$ cat config.mk
export PLATFORM = sky130hd
export DESIGN_NAME = i2c_mask_target
export DESIGN_NICKNAME = d
export VERILOG_FILES = /design/src/rtl/i2c_tgt_pkg.sv /design/src/rtl/i2c_tgt_dp.sv /design/src/rtl/i2c_tgt_ctrl.sv /design/src/rtl/i2c_mask_target.sv
export SDC_FILE = /design/constraint.sdc
export NUM_CORES = 1
export LEC_CHECK = 0
export BUFFER_PORTS_ARGS = -buffer_cell sky130_fd_sc_hd__buf_4
export CAP_MARGIN = 20
export CORE_MARGIN = 4
export CORE_UTILIZATION = 60
export DETAILED_ROUTE_END_ITERATION = 12
export PLACE_DENSITY_LB_ADDON = 0.05
export SLEW_MARGIN = 15
export SYNTH_ARGS = -nofsm -noshare
export SYNTH_HDL_FRONTEND = slang
export SYNTH_HIERARCHICAL = 1
export SYNTH_SLANG_ARGS = --single-unit
export TNS_END_PERCENT = 5
$ cat constraint.sdc
create_clock -name clk -period 3.7 [get_ports clk]
set_clock_uncertainty 0.2 [all_clocks]
set_input_delay 0.74 -clock clk [delete_from_list [all_inputs] [get_ports clk]]
set_output_delay 0.74 -clock clk [all_outputs]
set_load 0.01 [all_outputs]
$ cat src/rtl/i2c_tgt_pkg.sv
package i2c_tgt_pkg;
  localparam int BYTE_W = 8;
  localparam int ADDR_W = 10;
  localparam int A7_W   = 7;
  localparam int CNT_W  = $clog2(BYTE_W + 1);
  localparam logic [4:0] HDR10 = 5'b11110;

  typedef enum logic [2:0] {
    ST_IDLE,
    ST_RX,
    ST_ACK,
    ST_TX,
    ST_TXACK
  } stateT;

  typedef enum logic [1:0] {
    K_ADDR1,
    K_ADDR2,
    K_DATA
  } kindT;

  typedef struct packed {
    logic shiftIn;
    logic loadRx;
    logic setOvf;
    logic loadTx;
    logic shiftTx;
  } strobeT;
endpackage

$ cat src/rtl/i2c_tgt_dp.sv
module i2c_tgt_dp
  import i2c_tgt_pkg::*;
#(
  parameter int SYNC_STAGES = 2
) (
  input  logic              clk,
  input  logic              rstN,
  input  logic              enable,
  input  logic              sclIn,
  input  logic              sdaIn,
  input  logic [ADDR_W-1:0] ownAddr,
  input  logic [ADDR_W-1:0] addrMask,
  input  logic [BYTE_W-1:0] txData,
  input  logic              txWrite,
  input  logic              rxRead,
  input  logic              flagClr,
  input  strobeT            strb,
  output logic              sclRise,
  output logic              sclFall,
  output logic              sclHigh,
  output logic              startEv,
  output logic              stopEv,
  output logic              sdaBit,
  output logic              rwBit,
  output logic              match7,
  output logic              matchHdr,
  output logic              matchLow,
  output logic              txBit,
  output logic [BYTE_W-1:0] rxData,
  output logic              rxFull,
  output logic              rxOverflow,
  output logic              startPulse,
  output logic              stopPulse,
  output logic              startFlag,
  output logic              stopFlag
);
  localparam int LAST = SYNC_STAGES - 1;

  logic [SYNC_STAGES-1:0] sclPipe, sdaPipe;
  logic sclS, sdaS, sclPrev, sdaPrev;
  logic [BYTE_W-1:0] rxSr, txSr, txBuf;

  always_ff @(posedge clk) begin
    if (!rstN) begin
      sclPipe <= '1;
      sdaPipe <= '1;
      sclPrev <= 1'b1;
      sdaPrev <= 1'b1;
    end else begin
      sclPipe <= {sclPipe[LAST-1:0], sclIn};
      sdaPipe <= {sdaPipe[LAST-1:0], sdaIn};
      sclPrev <= sclS;
      sdaPrev <= sdaS;
    end
  end

  assign sclS    = sclPipe[LAST];
  assign sdaS    = sdaPipe[LAST];
  assign sdaBit  = sdaS;
  assign sclHigh = sclS & sclPrev;
  assign sclRise = enable & sclS & ~sclPrev;
  assign sclFall = enable & ~sclS & sclPrev;
  assign startEv = enable & sclHigh & sdaPrev & ~sdaS;
  assign stopEv  = enable & sclHigh & ~sdaPrev & sdaS;

  // address compare, masked positions ignored
  assign rwBit    = rxSr[0];
  assign match7   = ((rxSr[BYTE_W-1:1] ^ ownAddr[A7_W-1:0]) & ~addrMask[A7_W-1:0]) == '0;
  assign matchHdr = (rxSr[BYTE_W-1:3] == HDR10) &&
                    (((rxSr[2:1] ^ ownAddr[ADDR_W-1:ADDR_W-2]) & ~addrMask[ADDR_W-1:ADDR_W-2]) == '0);
  assign matchLow = ((rxSr ^ ownAddr[BYTE_W-1:0]) & ~addrMask[BYTE_W-1:0]) == '0;
  assign txBit    = txSr[BYTE_W-1];

  always_ff @(posedge clk) begin
    if (!rstN) begin
      rxSr       <= '0;
      txSr       <= '1;
      txBuf      <= '0;
      rxData     <= '0;
      rxFull     <= 1'b0;
      rxOverflow <= 1'b0;
      startPulse <= 1'b0;
      stopPulse  <= 1'b0;
      startFlag  <= 1'b0;
      stopFlag   <= 1'b0;
    end else begin
      startPulse <= startEv;
      stopPulse  <= stopEv;
      if (strb.shiftIn) rxSr <= {rxSr[BYTE_W-2:0], sdaS};
      if (txWrite) txBuf <= txData;
      if (strb.loadTx) txSr <= txBuf;
      else if (strb.shiftTx) txSr <= {txSr[BYTE_W-2:0], 1'b1};
      if (strb.loadRx) rxData <= rxSr;
      // a load in the same cycle as a host read wins
      if (strb.loadRx) rxFull <= 1'b1;
      else if (rxRead) rxFull <= 1'b0;
      if (strb.setOvf) rxOverflow <= 1'b1;
      else if (flagClr) rxOverflow <= 1'b0;
      if (startEv) startFlag <= 1'b1;
      else if (flagClr) startFlag <= 1'b0;
      if (stopEv) stopFlag <= 1'b1;
      else if (flagClr) stopFlag <= 1'b0;
    end
  end

  p_start_flag_r2: assert property (@(posedge clk) disable iff (!rstN)
    $rose(startFlag) |-> startPulse);

  p_ovf_when_full_r8: assert property (@(posedge clk) disable iff (!rstN)
    $rose(rxOverflow) |-> $past(rxFull));

  p_read_collision_r9: assert property (@(posedge clk) disable iff (!rstN)
    (strb.loadRx && rxRead) |=> (rxFull && !$rose(rxOverflow)));
endmodule

$ cat src/rtl/i2c_tgt_ctrl.sv
module i2c_tgt_ctrl
  import i2c_tgt_pkg::*;
(
  input  logic   clk,
  input  logic   rstN,
  input  logic   enable,
  input  logic   addr10Mode,
  input  logic   sclRise,
  input  logic   sclFall,
  input  logic   sclHigh,
  input  logic   startEv,
  input  logic   stopEv,
  input  logic   sdaBit,
  input  logic   rwBit,
  input  logic   match7,
  input  logic   matchHdr,
  input  logic   matchLow,
  input  logic   txBit,
  input  logic   rxFull,
  input  logic   rxRead,
  output strobeT strb,
  output logic   sdaOe
);
  localparam logic [CNT_W-1:0] FULL_CNT = CNT_W'(BYTE_W);

  stateT state;
  kindT  kind, nextKind;
  logic [CNT_W-1:0] bitCnt;
  logic goTx, matched10;
  logic ackNow, txNext, match10Next, decide;

  // acknowledge decision for the byte just received
  always_comb begin
    ackNow      = 1'b0;
    txNext      = 1'b0;
    nextKind    = K_DATA;
    match10Next = matched10;
    case (kind)
      K_ADDR1: begin
        if (!addr10Mode) begin
          ackNow = match7;
          txNext = rwBit;
        end else if (matchHdr && !rwBit) begin
          ackNow      = 1'b1;
          nextKind    = K_ADDR2;
          match10Next = 1'b0;
        end else if (matchHdr) begin
          ackNow = matched10;
          txNext = 1'b1;
        end
        if (!ackNow) match10Next = 1'b0;
      end
      K_ADDR2: begin
        ackNow      = matchLow;
        match10Next = matchLow;
      end
      default: ackNow = !(rxFull && !rxRead);
    endcase
  end

  assign decide = (state == ST_RX) && sclFall && (bitCnt == FULL_CNT);

  always_comb begin
    strb.shiftIn = (state == ST_RX) && sclRise && (bitCnt < FULL_CNT);
    strb.loadRx  = decide && (kind == K_DATA) && ackNow;
    strb.setOvf  = decide && (kind == K_DATA) && !ackNow;
    strb.loadTx  = sclFall && (((state == ST_ACK) && goTx) || (state == ST_TXACK));
    strb.shiftTx = (state == ST_TX) && sclFall && (bitCnt != FULL_CNT);
  end

  assign sdaOe = enable && ((state == ST_ACK) || ((state == ST_TX) && !txBit));

  always_ff @(posedge clk) begin
    if (!rstN) begin
      state     <= ST_IDLE;
      kind      <= K_ADDR1;
      bitCnt    <= '0;
      goTx      <= 1'b0;
      matched10 <= 1'b0;
    end else if (!enable || stopEv) begin
      state     <= ST_IDLE;
      matched10 <= 1'b0;
    end else if (startEv) begin
      state  <= ST_RX;
      kind   <= K_ADDR1;
      bitCnt <= '0;
    end else begin
      case (state)
        ST_RX: begin
          if (strb.shiftIn) bitCnt <= bitCnt + 1'b1;
          if (decide) begin
            if (kind != K_DATA) matched10 <= match10Next;
            if (ackNow) begin
              state <= ST_ACK;
              goTx  <= (kind == K_DATA) ? 1'b0 : txNext;
              kind  <= nextKind;
            end else begin
              state <= ST_IDLE;
            end
          end
        end
        ST_ACK: if (sclFall) begin
          state  <= goTx ? ST_TX : ST_RX;
          bitCnt <= '0;
        end
        ST_TX: begin
          if (sclRise) bitCnt <= bitCnt + 1'b1;
          if (sclFall && bitCnt == FULL_CNT) state <= ST_TXACK;
        end
        ST_TXACK: begin
          if (sclRise && sdaBit) state <= ST_IDLE;
          else if (sclFall) begin
            state  <= ST_TX;
            bitCnt <= '0;
          end
        end
        default: ;
      endcase
    end
  end

  p_off_idle_r1: assert property (@(posedge clk) disable iff (!rstN)
    !enable |=> (state == ST_IDLE && !sdaOe));

  p_sda_steady_r10: assert property (@(posedge clk) disable iff (!rstN || !enable)
    (sclHigh && $past(sclHigh)) |-> $stable(sdaOe));

  p_no_load_on_refuse_r8: assert property (@(posedge clk) disable iff (!rstN)
    strb.setOvf |-> !strb.loadRx);

  p_tx_ack_release_r11: assert property (@(posedge clk) disable iff (!rstN)
    ((state == ST_TXACK) && sclRise && sdaBit && !startEv && !stopEv && enable) |=> !sdaOe);
endmodule

$ cat src/rtl/i2c_mask_target.sv
module i2c_mask_target
  import i2c_tgt_pkg::*;
#(
  parameter int SYNC_STAGES = 2
) (
  input  logic              clk,
  input  logic              rstN,
  input  logic              enable,
  input  logic              addr10Mode,
  input  logic [ADDR_W-1:0] ownAddr,
  input  logic [ADDR_W-1:0] addrMask,
  input  logic [BYTE_W-1:0] txData,
  input  logic              txWrite,
  input  logic              rxRead,
  input  logic              flagClr,
  input  logic              sclIn,
  input  logic              sdaIn,
  output logic              sdaOe,
  output logic [BYTE_W-1:0] rxData,
  output logic              rxFull,
  output logic              rxOverflow,
  output logic              startPulse,
  output logic              stopPulse,
  output logic              startFlag,
  output logic              stopFlag
);
  strobeT strb;
  logic sclRise, sclFall, sclHigh, startEv, stopEv, sdaBit, rwBit;
  logic match7, matchHdr, matchLow, txBit;

  i2c_tgt_dp #(.SYNC_STAGES(SYNC_STAGES)) u_dp (
    .clk(clk), .rstN(rstN), .enable(enable), .sclIn(sclIn), .sdaIn(sdaIn),
    .ownAddr(ownAddr), .addrMask(addrMask), .txData(txData), .txWrite(txWrite),
    .rxRead(rxRead), .flagClr(flagClr), .strb(strb),
    .sclRise(sclRise), .sclFall(sclFall), .sclHigh(sclHigh),
    .startEv(startEv), .stopEv(stopEv), .sdaBit(sdaBit), .rwBit(rwBit),
    .match7(match7), .matchHdr(matchHdr), .matchLow(matchLow), .txBit(txBit),
    .rxData(rxData), .rxFull(rxFull), .rxOverflow(rxOverflow),
    .startPulse(startPulse), .stopPulse(stopPulse),
    .startFlag(startFlag), .stopFlag(stopFlag)
  );

  i2c_tgt_ctrl u_ctrl (
    .clk(clk), .rstN(rstN), .enable(enable), .addr10Mode(addr10Mode),
    .sclRise(sclRise), .sclFall(sclFall), .sclHigh(sclHigh),
    .startEv(startEv), .stopEv(stopEv), .sdaBit(sdaBit), .rwBit(rwBit),
    .match7(match7), .matchHdr(matchHdr), .matchLow(matchLow), .txBit(txBit),
    .rxFull(rxFull), .rxRead(rxRead), .strb(strb), .sdaOe(sdaOe)
  );
endmodule

# Word-level counts from Yosys, hierarchy flattened
# Cells that the tools add are included.
# Widths: inputs -> output; s select.
[totals]
elab_cells = 165
ff_bits = 55
out_inout_bits = 15
input_bits = 37
[classes]
n_bitwise = 26
eq_ne = 23
n_lt_le_gt_ge = 1
addsub = 1
mux = 44
n_reduce_logical = 50
[op_table]
columns = ["op", "count"]
rows = [
  ["$mux 4", 5],
  ["$reduce_and 5->1", 4],
  ["$mux 1", 19],
  ["$logic_and 1x1->1", 18],
  ["$mux 2", 9],
  ["$reduce_bool 2->1", 9],
  ["$mux 8", 2],
  ["$pmux 4 s4", 1],
  ["$mux 3", 5],
  ["$ne 3x2->1 const B", 5],
  ["$ne 3x3->1 const B", 4],
  ["$pmux 3 s4", 1],
  ["$and 1x1->1", 10],
  ["$and 8x8->8", 1],
  ["$logic_not 8->1", 1],
  ["$not 8->8", 1],
  ["$xor 8x8->8", 1],
  ["$and 7x7->7", 1],
  ["$logic_not 7->1", 1],
  ["$not 1->1", 7],
  ["$not 7->7", 1],
  ["$reduce_and 7->1", 1],
  ["$xor 7x7->7", 1],
  ["$eq 3x2->1 const B", 2],
  ["24 further kinds", 35],
]

# Depth between registers and ports, before layout
[logic_depth]
depth_word = 13
mapped_depth = 10
ltp_nobuf = 8

# By module
# The synthesis kept the hierarchy.
[by_module_without_submodules]
columns = ["module", "area_per_inst_um2", "n_inst", "seq_area_each_um2", "cells_each"]
rows = [
  ["i2c_tgt_dp", 1963.1, 1, 880.8, 182],
  ["i2c_tgt_ctrl", 960.9, 1, 220.2, 129],
]

# Worst setup path before layout
# No wires, ideal clock.
[synth_path]
path_kind = "input -> register"
startpoint = "in ownAddr[2]"
endpoint = "reg u_dp.rxData[0]"
stages = 9
required_ns = 3.384
path_buffers = 1
slack_ns = 1.031
setup_time_ns = 0.116
t_arrival_ns = 2.353
cell_sequence = "xnor2_1 o22ai_1 nor4_2 nor4b_1 a211o_1 nor4b_1 buf_2 mux2i_1 nor2b_1"
[synth_rtl]
columns = ["item", "line", "text"]
rows = [
  ["start, declared", "i2c_mask_target.sv:10", "input logic [ADDR_W-1:0] ownAddr,"],
  ["end signal, assigned", "i2c_tgt_dp.sv:93", "if (strb.loadRx) rxData <= rxSr;"],
  ["end, declared", "i2c_tgt_dp.sv:29", "output logic [BYTE_W-1:0] rxData,"],
]

==> flow_summary.ini <==
[outcome]
outcome = completed

[routing]
drc = 0
wl_per_cell_um = 14.96
wirelength_mm = 6.312
drt_iter0_markers = 147
vias = 2340
detail-route-antenna-nets = 0
drt_pass1_iterations = 4
via_per_inst = 5.545

[placed_design]
io_buffers = 51
gp_congestion = 0.9302
hpwl_mm = 4.682
placed_cell_area_um2 = 3311
post-place-ws_ns = 0.6623

[worst_setup_path]
r2r_end = u_dp/txSr[7]
path_max_fanout = 16
r2r_setup_slack_ns = 0.93
reg2reg_depth = 6
crit_chain = nor2b_1 > o211ai_1 > nor2_1 > mux2_2 > mux2i_1 > nand2_1
required_ns = 3.70
end_kind = flop
critPathKind = flop to flop
r2r_start = u_ctrl/state[1]
crit_path_start_kind = flop
critPathMaxStageDelay_ns = 0.68
crit_slowest_cell = dfxtp_1
cp.arrival_ns = 2.77

[sta]
fin_crit_ns = 2.769
tightest_slew_ns = 0.6601
finalHoldViolCount = 0
rsz0062_at_grt = false
fmax_mhz = 361.1
hold_ws_ns = 0.2150
finalMaxSlewViolations = 0
finalSetupViolCount = 0
fin_crit_sh_pct = 74.84
fin_setup_tns_ns = 0
slew-limit-headroom_pct = 55.80
fin_ws_ns = 0.9310

[cells_and_area]
drive_above_1_share_pct = 23.10
fillCellCount = 383
design_area_um2 = 3400
antenna_cells = 0
area_delta_synth_final_pct = 16.51
final_common_cell = dfxtp_1
nNetsFinal = 393
final_cell_mix = dfxtp_1, buf_4, mux2i_1, nor2b_1, nand2_1

[run]
maxCapViolations = 0

[clock_network]
clockBufferDepth = 2
hold_buffers = 0
path_clk_slew_ns = 0.10
cts_buffers = 5
post_cts_resized = 0
clock_latency_ns = 0.31
htreeDepth = 2
cts_tree = yes
post-cts-setup-buffers = 0
clk_root_buffer_cell = clkbuf_8
cts_sinks = 55

[yosys]
synth_fp_nets = 349
netlist_instances = 310
synthesis.area_um2 = 2918
avgSynthCellArea_um2 = 9.412
synth_warnings = 6

[global_route]
grt_pass1_wl_mm = 10.37
overflow = 0
globalRouteTotalUtil_pct = 21.38
antenna_found_initial = 0
grt_pass1_vias = 2245
grt_start_max_net_pins = 50

[power]
switching_share_pct = 24.89
p_clk_share_pct = 31.0
p_per_area_nw_per_um2 = 317.6
p_comb_share_pct = 11.8
pwr-share-seq_pct = 57.2
ir_drop_uv = 241.1
p_switching_mw = 0.2687
p_leak_nw = 1.205
cell_internal_pwr_mw = 0.8109

[worst_hold_path]
worstHoldEndpoint = u_dp/sdaPipe[1]
hp-start = u_dp/sdaPipe[0]
whs_path_depth = 1
hp-class = flop to flop

[floorplan]
dieArea_um2 = 6043
row_count = 25
die_x_um = 77.74
ios = 52
dieHeight_um = 77.74
initial_utilization_pct = 61.77
core_area_um2 = 4723
-- layer usage --
metal | GRT usage, % | vias to the layer above | share of wire [%]
li1 | - | 1175 | -
met1 | 27.09 | 1103 | 46
met2 | 35.36 | 52 | 48
met3 | 4.640 | 10 | 4.3
met4 | 8.185 | 0 | 1.6
met5 | 0 | - | 0
-- final cells by class --
| class | instances | area (µm²) | area share (%) |
|---|---|---|---|
| tap | 67 | 83.83 | 2.466 |
| inverter | 9 | 33.78 | 0.9937 |
| sequential | 55 | 1101 | 32.39 |
| clock inverter | 2 | 16.27 | 0.4785 |
| multi-input combinational | 229 | 1687 | 49.61 |
| clock buffer | 6 | 72.57 | 2.135 |
| timing repair buffer | 54 | 405.4 | 11.92 |
-- metrics by stage --
stage | power [mW] | std cells | utilization (%)
global placement | 0.7553 | 414 | 70.09
global route | 1.129 | 422 | 71.97
CTS | 1.091 | 422 | 71.97
floorplan | 0.7045 | 310 | -
finish | 1.080 | 422 | 71.97
detailed placement | 0.7581 | 414 | 70.09
-- power by group through the flow --
stage	Sequential, mW	Clock, mW	Combinational, mW
floorplan	0.627	0	0.0775
global placement	0.631	0	0.124
detailed placement	0.631	0	0.127
CTS	0.618	0.346	0.127
global route	0.620	0.369	0.139
finish	0.618	0.335	0.127
-- worst max-delay path by stage --
stage / slack (ns) / startpoint / end / depth (start not counted)
floorplan: 1.03 / ownAddr[2] / u_dp/rxData[0] / 9
global placement: 0.82 / ownAddr[2] / u_dp/rxData[1] / 10
detailed placement: 0.66 / ownAddr[2] / u_dp/rxData[3] / 10
CTS: 0.94 / u_ctrl/state[1] / u_dp/txSr[7] / 6
global route: 0.71 / u_ctrl/state[1] / u_dp/txSr[7] / 6
finish: 0.93 / u_ctrl/state[1] / u_dp/txSr[7] / 6
-- flip-flops by register name, indices dropped and copies added (netlist names), 2 cells and up --
signal / cells
u_ctrl/kind: 2
u_ctrl/bitCnt: 4
u_dp/txBuf: 8
u_dp/sdaPipe: 2
u_dp/txSr: 8
u_dp/rxData: 8
u_ctrl/state: 3
u_dp/rxSr: 8
u_dp/sclPipe: 2
-- critical path: cells and delay by family (launching register included) --
kind	cells	cell delay, ns
flops	1	0.68
mux	2	0.57
simple gates	3	1.06
compound gates	1	0.16
Note: power is estimated with default switching activity, not from simulation.
